==> src/rtl/pfg_pkg.sv <==
package pfg_pkg;
  typedef enum logic [1:0] {
    SEL_ACK = 2'd0,
    SEL_IEN = 2'd1,
    SEL_LVL = 2'd2,
    SEL_RSV = 2'd3
  } pfg_sel_e;
endpackage

==> src/rtl/pfg_regfile.sv <==
// Write decode and the interrupt-enable register.
module pfg_regfile #(
  parameter int NCH = 4
) (
  input  logic           clk,
  input  logic           rst,
  input  logic           reg_wr,
  input  logic [1:0]     reg_sel,
  input  logic [NCH-1:0] reg_wdata,
  output logic [NCH-1:0] ack_vec,
  output logic [NCH-1:0] ien_next,
  output logic [NCH-1:0] ien_q
);
  import pfg_pkg::*;

  pfg_sel_e sel;
  logic     wr_ack;
  logic     wr_ien;

  always_comb begin
    sel    = pfg_sel_e'(reg_sel);
    wr_ack = reg_wr && (sel == SEL_ACK);
    wr_ien = reg_wr && (sel == SEL_IEN);
    // level-field and reserved writes fall through with no decode
    ack_vec  = wr_ack ? reg_wdata : '0;
    ien_next = wr_ien ? reg_wdata : ien_q;
  end

  always_ff @(posedge clk) begin
    if (rst) ien_q <= '0;
    else     ien_q <= ien_next;
  end
endmodule

==> src/rtl/pfg_chan.sv <==
// One fault channel: level mirror, disable hold, sticky flag, interrupt latch.
module pfg_chan (
  input  logic clk,
  input  logic rst,
  input  logic lvl,
  input  logic rise,
  input  logic period_start,
  input  logic ack,
  input  logic ien_next,
  output logic dis,
  output logic lvl_q,
  output logic flag_q,
  output logic latch_d,
  output logic latch_q
);
  logic hold_q;
  logic hold_d;
  logic flag_d;
  logic latch_set;
  logic latch_clr;

  always_comb begin
    // the hold re-arms while the fault is high, drops only at a period edge
    hold_d    = lvl | (hold_q & ~period_start);
    // a new edge has priority over the acknowledge
    flag_d    = rise | (flag_q & ~ack);
    latch_set = rise & ien_next;
    latch_clr = ack | ~ien_next;
    latch_d   = latch_set | (latch_q & ~latch_clr);
    // the disable must react in the fault's own cycle
    dis       = lvl | hold_q;
  end

  always_ff @(posedge clk) begin
    if (rst) begin
      hold_q  <= 1'b0;
      flag_q  <= 1'b0;
      latch_q <= 1'b0;
      lvl_q   <= 1'b0;
    end else begin
      hold_q  <= hold_d;
      flag_q  <= flag_d;
      latch_q <= latch_d;
      lvl_q   <= lvl;
    end
  end
endmodule

==> src/rtl/pfg_irq.sv <==
// Registered OR of the per-channel interrupt latches.
module pfg_irq #(
  parameter int NCH = 4
) (
  input  logic           clk,
  input  logic           rst,
  input  logic [NCH-1:0] latch_d,
  output logic           irq
);
  always_ff @(posedge clk) begin
    if (rst) irq <= 1'b0;
    else     irq <= |latch_d;
  end
endmodule

==> src/rtl/pwm_fault_guard.sv <==
module pwm_fault_guard #(
  parameter int NCH = 4
) (
  input  logic           clk,
  input  logic           rst,
  input  logic [NCH-1:0] flt_lvl,
  input  logic [NCH-1:0] flt_rise,
  input  logic           period_start,
  input  logic           reg_wr,
  input  logic [1:0]     reg_sel,
  input  logic [NCH-1:0] reg_wdata,
  output logic [NCH-1:0] pwm_dis,
  output logic [NCH-1:0] lvl_rd,
  output logic [NCH-1:0] flag_rd,
  output logic [NCH-1:0] ien_rd,
  output logic           irq
);
  logic [NCH-1:0] ack_vec;
  logic [NCH-1:0] ien_next;
  logic [NCH-1:0] latch_d;
  logic [NCH-1:0] latch_q;

  pfg_regfile #(.NCH(NCH)) u_regs (
    .clk       (clk),
    .rst       (rst),
    .reg_wr    (reg_wr),
    .reg_sel   (reg_sel),
    .reg_wdata (reg_wdata),
    .ack_vec   (ack_vec),
    .ien_next  (ien_next),
    .ien_q     (ien_rd)
  );

  for (genvar i = 0; i < NCH; i++) begin : g_ch
    pfg_chan u_chan (
      .clk          (clk),
      .rst          (rst),
      .lvl          (flt_lvl[i]),
      .rise         (flt_rise[i]),
      .period_start (period_start),
      .ack          (ack_vec[i]),
      .ien_next     (ien_next[i]),
      .dis          (pwm_dis[i]),
      .lvl_q        (lvl_rd[i]),
      .flag_q       (flag_rd[i]),
      .latch_d      (latch_d[i]),
      .latch_q      (latch_q[i])
    );
  end

  pfg_irq #(.NCH(NCH)) u_irq (
    .clk     (clk),
    .rst     (rst),
    .latch_d (latch_d),
    .irq     (irq)
  );
endmodule

==> config.mk <==
export PLATFORM = sky130hd
export DESIGN_NAME = pwm_fault_guard
export DESIGN_NICKNAME = d
export VERILOG_FILES = /design/src/rtl/pfg_pkg.sv /design/src/rtl/pfg_regfile.sv /design/src/rtl/pfg_chan.sv /design/src/rtl/pfg_irq.sv /design/src/rtl/pwm_fault_guard.sv
export SDC_FILE = /design/constraint.sdc
export NUM_CORES = 1
export LEC_CHECK = 0
export BUFFER_PORTS_ARGS = -buffer_cell sky130_fd_sc_hd__buf_4
export CORE_AREA = 2 2 46 59
export CTS_BUF_LIST = sky130_fd_sc_hd__clkbuf_4 sky130_fd_sc_hd__clkbuf_8 sky130_fd_sc_hd__clkbuf_16
export CTS_CLUSTER_SIZE = 20
export DETAILED_ROUTE_END_ITERATION = 7
export DIE_AREA = 0 0 48 61
export MAX_ROUTING_LAYER = met4
export PLACE_DENSITY = 0.75
export SYNTH_ARGS = -nofsm -noshare
export SYNTH_HDL_FRONTEND = slang
export SYNTH_HIERARCHICAL = 1
export SYNTH_SLANG_ARGS = --single-unit
export TNS_END_PERCENT = 20
==> constraint.sdc <==
create_clock -name clk -period 4.4 [get_ports clk]
set_clock_uncertainty 0.2 [all_clocks]
set_input_delay 0.44 -clock clk [delete_from_list [all_inputs] [get_ports clk]]
set_output_delay 0.44 -clock clk [all_outputs]
set_load 0.05 [all_outputs]
==> results.md, run 1 <==
- Remaining global-route overflow: 0
- Minimum setup slack in the final design: 2650 ps
- Largest area contributor in the synthesized netlist: sky130_fd_sc_hd__dfxtp_1
- Count of input and output buffers: 34
- Area delta synth->final: 35.6%
- Number of antenna violations at the first check in global routing: 0
- Vias per inst: 4.61
- Hold slack final: 171 ps
- Detailed Route Iter0 Violations: 10
- Synthesized instance count: 91
- Final worst path period need: 1750 ps
- Post-CTS resize count: 0
- Post-CTS Setup Inserts: 0
- Arrival time at the worst endpoint: 1110 ps
- Synthesis Warnings: 6
- CTS Buf Count: 3
- Worst setup slack before clock tree synthesis: 2300 ps
- Highest attainable clock frequency: 571 MHz
- Worst path bufs/invs: 1
- Destination of the worst hold path: g_ch[1].u_chan/flag_q$_SDFF_PP0_
- Commonest non-fill, non-tap cell in the layout: sky130_fd_sc_hd__buf_4
- Overall track demand over capacity in global routing: 14.5%
- Leak pwr: 0.631 nW
- Post-route antenna net violation count: 0
- Via total after detailed routing: 742
- Worst flop-to-flop path endpoint: u_irq/irq$_SDFF_PP0_
- Via count of the first global-routing pass: 718
- Routability cong.: 0.740
- Depth of the most critical reg-to-reg path: 4
- DRC: 0
- Die boundary width: 48 um
- Worst-path fanout max: 2
- Launch instance of the worst register-to-register path: u_regs/ien_q[1]$_SDFF_PP0_
- Hold buffer count at CTS: 0
- Mean cell area of the mapped netlist: 9.91 um^2
- Net count after synthesis: 109
- Initial cell density of the core: 37.9%
- Number of stages on the worst hold path: 2
- Diode insertion count for antenna repair: 0
- Path class of the lowest-slack min-delay path: primary input to register
- Count of H-tree levels built during CTS: 1
- Clock edge transition at the registers on the reported setup and hold paths: 110 ps
- Clk_lat worst skew: 290 ps
- Source of the worst hold timing path: flt_rise[1]
- Number of placement rows: 20
- Core Util, Final: 51.5%
- Critical-path cell with the highest stage delay: sky130_fd_sc_hd__dfxtp_1
- Type of the setup path with the least slack: register to output port
- Nets@finish: 147
- Pwr Density: 318 nW/um^2
- Root Buffer: sky130_fd_sc_hd__clkbuf_4
- # placed instances: 157
- Maximum Capacitance Violations: 0
- Routed WL per cell: 11.1 um
- CTS sink cnt: 21
- Number of iterations in the first detailed-routing pass: 4
- Fraction of layout cells with a size suffix above 1: 39.8%
- Cell class contributing the biggest share of worst-path delay: flip-flops
- Pin count of the biggest net entering global routing: 22
- Setup TNS: 0 ps
- Kind of capture point of the worst setup path: output port
- Setup repair after global routing missed its margin: no
- Wire length of the first global-routing pass: 2.88 mm
- Clock tree from TritonCTS: built
- Number of distinct library cells after synthesis: 17
- Area of the mapped netlist: 902 um^2
- Height of the die: 61 um
- Startpoint types: register
- # IOs: 35
- Cell Count, Final, Fillers Out: 161
- Data required, critical path: 3760 ps
- Max VDD drop: 0.217 mV
- R2r setup slk: 3060 ps
- Slew HR: 70.2%
- Crit-path max cell delay: 330 ps
- Proportion of synthesized chip area in sequential cells: 46.6%
- Outcome: completed
- Max Slew Vio Count: 0
- Cells along the critical path: or2_2, buf_4
- Top area cells in the synthesized netlist: sky130_fd_sc_hd__dfxtp_1 47%, sky130_fd_sc_hd__nand2b_1 8.3%, sky130_fd_sc_hd__o21a_1 6.7%
- Setup-violating endpoint count in the final report: 0
- Top-area cell type share of the netlist area: 46.6%
- Transition time at the pin with the least slew margin: 446 ps
- Die Footprint: 2930 um^2
- Count of filler cells inserted in the layout: 245
- Most frequent cells in the layout: 34 x sky130_fd_sc_hd__buf_4, 21 x sky130_fd_sc_hd__dfxtp_1, 12 x sky130_fd_sc_hd__nand2b_1
- Final hold violation count: 0
- Multi-input combinational cell area: 447 um^2
- Final period utilization: 39.8%
- Final HPWL DP: 1.42 mm
- FF+latch count, synth: 21
- Clock Path Buffers: 2
- Core area: 2380 um^2
- Routed wire length: 1.79 mm
- Area occupied by registers: 420 um^2
==> registers in the layout, indices dropped and copies added (netlist names) <==
name	flops
g_ch.u_chan/flag_q	4
g_ch.u_chan/hold_q	4
g_ch.u_chan/latch_q	4
g_ch.u_chan/lvl_q	4
u_regs/ien_q	4
u_irq/irq	1
==> through the flow <==
stage               cell area [um^2]  power (mW)
finish                          1220       0.389
global route                    1220       0.412
CTS                             1220       0.397
detailed placement              1190       0.299
global placement                1190       0.297
floorplan                        902       0.263
==> worst max path at each step <==
stage	slack, ps	from	cells after the start	end
final	2650	g_ch[0].u_chan/hold_q$_SDFF_PP0_	2	pwm_dis[0]
after global routing	2580	reg_sel[0]	7	u_irq/irq$_SDFF_PP0_
after CTS	2630	g_ch[0].u_chan/hold_q$_SDFF_PP0_	2	pwm_dis[0]
after detailed placement	2300	reg_sel[0]	7	u_irq/irq$_SDFF_PP0_
after global placement	2430	reg_sel[0]	7	u_irq/irq$_SDFF_PP0_
after floorplan	2700	reg_sel[0]	6	u_irq/irq$_SDFF_PP0_
==> synth_stat cells, drive strengths merged <==
cell type and n:
and3b 1, o21a 8, nor4 1, o211a 4, nor2b 8, dfxtp 21, nor2 5, clkbuf 1
mux2 4, nor3b 1, or2 4, mux2i 4, inv 8, nand3b 1, and2 4, nand2b 12
a21oi 4
==> report_power, final <==
part	switching [mW]	internal, mW
registers	0.00419	0.200
logic	0.0529	0.0363
clock network	0.0545	0.0414
total	0.112	0.277
==> routing by layer <==
| layer | global-route usage (%) | routed length (um) | part of all wire, % | up-vias |
|---|---|---|---|---|
| li1 | - | - | - | 373 |
| met1 | 14.7 | 700 | 39 | 338 |
| met2 | 25.5 | 958 | 54 | 29 |
| met3 | 3.57 | 115 | 6.4 | 2 |
| met4 | 5.79 | 14 | 0.78 | 0 |
| met5 | - | 0 | 0 | - |
==> cell type report <==
| cell class | instances | share of cell area, % |
|---|---|---|
| clock buffers | 4 | 2.45 |
| inverters | 8 | 2.45 |
| multi-input cells | 61 | 36.5 |
| flip-flops and latches | 21 | 34.4 |
| well taps | 33 | 3.37 |
| repair buffers | 34 | 20.9 |
==> logic make-up after synthesis <==
| logic type | after synthesis | synth area share (%) |
|---|---|---|
| simple gates | 37 | 26.8 |
| flops | 21 | 46.6 |
| mux | 8 | 9.43 |
| compound gates | 16 | 13.3 |
| buf+inv | 9 | 3.88 |
Note: power is estimated with default switching activity, not from simulation.
==> run 2: changes to the inputs <==
==> constraint.sdc (replaced) <==
create_clock -name clk -period 1.7 [get_ports clk]
set_clock_uncertainty 0.2 [all_clocks]
set_input_delay 0.17 -clock clk [delete_from_list [all_inputs] [get_ports clk]]
set_output_delay 0.17 -clock clk [all_outputs]
set_load 0.05 [all_outputs]
==> run 2 against run 1 <==
Via count up 7.3%. Largest cell class unchanged. Cell area up 15%. Die area unchanged.
==> results.md, run 2 (synthesis results as in run 1) <==
- Post-route antenna net violation count: 0 (unchanged)
- Routability cong.: 0.782 (+5.6%)
- Crit-path max cell delay: 540 ps (+210 ps)
- Fraction of met2 tracks used by global routing: 27.6% (+2.1 points)
- DRC: 0 (unchanged)
- Overall track demand over capacity in global routing: 15.8% (+1.4 points)
- Final hold violation count: 0 (unchanged)
- Die Footprint: 2930 um^2 (unchanged)
- Path class of the lowest-slack min-delay path: primary input to register
- Type of the setup path with the least slack: primary input to output port
- Routed wire length: 1.93 mm (+7.9%)
- Count of input and output buffers: 34 (unchanged)
- Multi-input combinational cell area: 447 um^2 (unchanged)
- Pwr Density: 726 nW/um^2 (+130%)
- Minimum setup slack in the final design: 23.4 ps (-2620 ps)
- Die boundary width: 48 um (unchanged)
- Fraction of layout cells with a size suffix above 1: 34.7% (-5.1 points)
- Most frequent cells in the layout: 34 x sky130_fd_sc_hd__buf_4, 21 x sky130_fd_sc_hd__dfxtp_1, 19 x sky130_fd_sc_hd__dlygate4sd3_1
- Area occupied by registers: 420 um^2 (unchanged)
- Maximum Capacitance Violations: 0 (unchanged)
- Wire length of the first global-routing pass: 3.24 mm (+12%)
- Clock Path Buffers: 2 (unchanged)
- Global-route met3 utilization: 2.08% (-1.5 points)
- Global Route met1 Usage: 16.5% (+1.8 points)
- Worst-path fanout max: 2 (unchanged)
- Routed WL per cell: 10.7 um (-3.5%)
- Critical-path cell with the highest stage delay: sky130_fd_sc_hd__dlygate4sd3_1
- Kind of capture point of the worst setup path: output port
- Transition time at the pin with the least slew margin: 345 ps (-101 ps)
- Number of placement rows: 20 (unchanged)
- Most common cell on crit path: sky130_fd_sc_hd__buf_4
- Total power consumption of the routed design: 1.03 mW (+160%)
- Via count of the first global-routing pass: 835 (+16%)
- CTS Buf Count: 3 (unchanged)
- Nets@finish: 166 (+13%)
- Final worst path period need: 1680 ps
- Remaining global-route overflow: 0 (unchanged)
- Initial cell density of the core: 37.9% (unchanged)
- Final HPWL DP: 1.37 mm (-3.6%)
- Post-CTS Setup Inserts: 0 (unchanged)
- Setup repair after global routing missed its margin: no
- Max Slew Vio Count: 0 (unchanged)
- Core area: 2380 um^2 (unchanged)
- Via total after detailed routing: 796 (+7.3%)
- Root Buffer: sky130_fd_sc_hd__clkbuf_4
- Leak pwr: 0.716 nW (+14%)
- Number of iterations in the first detailed-routing pass: 4 (unchanged)
- Height of the die: 61 um (unchanged)
- Clock edge transition at the registers on the reported setup and hold paths: 110 ps (about the same)
- Most heavily used metal layer in global routing: met2
- Detailed Route Iter0 Violations: 6 (-4)
- Cell Count, Final, Fillers Out: 180 (+12%)
- Startpoint types: primary input
- Max VDD drop: 0.475 mV (+120%)
- Cells along the critical path: dlygate4sd3_1, buf_4, or2_2, buf_4
- # placed instances: 157 (unchanged)
- Worst setup slack before clock tree synthesis: -32.0 ps (-2330 ps)
- Count of filler cells inserted in the layout: 205 (-16%)
- Commonest non-fill, non-tap cell in the layout: sky130_fd_sc_hd__buf_4
- Clk_lat worst skew: 300 ps (about the same)
- Setup-violating endpoint count in the final report: 0 (unchanged)
- Clock tree from TritonCTS: built
- Number of antenna violations at the first check in global routing: 0 (unchanged)
- Diode insertion count for antenna repair: 0 (unchanged)
- Arrival time at the worst endpoint: 1310 ps (+200 ps)
- Final period utilization: 98.6%
- Pin count of the biggest net entering global routing: 22 (unchanged)
- Count of H-tree levels built during CTS: 1 (unchanged)
- Data required, critical path: 1330 ps (-2430 ps)
- CTS sink cnt: 21 (unchanged)
- Vias per inst: 4.42 (-4.0%)
- # IOs: 35 (unchanged)
- Slew HR: 76.9% (+6.7 points)
- Core Util, Final: 59.4% (+7.9 points)
- Area delta synth->final: 56.4%
- Outcome: completed
- Highest attainable clock frequency: 596 MHz
run 2: cell types whose count changed in the layout (fill, tap and decap cells not counted):
cell,delta
sky130_fd_sc_hd__clkbuf_4,-1
sky130_fd_sc_hd__dlygate4sd3_1,+19
sky130_fd_sc_hd__clkinv_2,+1
run 2: worst paths after layout:
kind	slack, ps	startpoint	to	cells past startpoint
min reg2reg	280	g_ch[2].u_chan/hold_q$_SDFF_PP0_	g_ch[2].u_chan/hold_q$_SDFF_PP0_	2
max	20	flt_lvl[1]	pwm_dis[1]	4
min	200	reg_sel[1]	u_regs/ien_q[0]$_SDFF_PP0_	3
max reg2reg	370	g_ch[1].u_chan/hold_q$_SDFF_PP0_	g_ch[1].u_chan/hold_q$_SDFF_PP0_	3
run 2: layer usage:
metal	up-vias	wire length, um
li1	414	-
met1	353	810
met2	27	1010
met3	2	99
met4	0	12
met5	-	0
run 2: critical path, delay by kind of cell:
kind | cells | cell delay [ps]
buffers and inverters | 3 | 870
and+or+nand+nor | 1 | 270
run 2: layout make-up:
class	instances	area share, %
sequential	21	29.8
clock inverter	1	0.355
timing repair buffer	53	31.6
tap	33	2.93
inverter	8	2.13
multi-input combinational	61	31.6
clock buffer	3	1.60
run 2: where the power goes:
part           switching (mW)  internal, mW  total (mW)
logic                   0.143         0.123       0.266
clock network           0.143        0.0876       0.231
registers              0.0114         0.517       0.528
total                   0.298         0.727        1.03
run 2: timing repair:
| action | CTS | global route |
|---|---|---|
| gates resized for setup | 0 | 0 |
| endpoints found under the hold margin | 21 | 0 |
| hold buffers | 19 | 0 |
run 2: metrics by stage:
| step | instance area (um^2) | TNS, ps | hold WS [ps] |
|---|---|---|---|
| CTS | 1410 | 0 | 188 |
| finish | 1410 | 0 | 197 |
| detailed placement | 1190 | -32.0 | 207 |
| floorplan | 902 | 0 | 36.7 |
| global route | 1410 | 0 | 186 |
| global placement | 1190 | 0 | 200 |
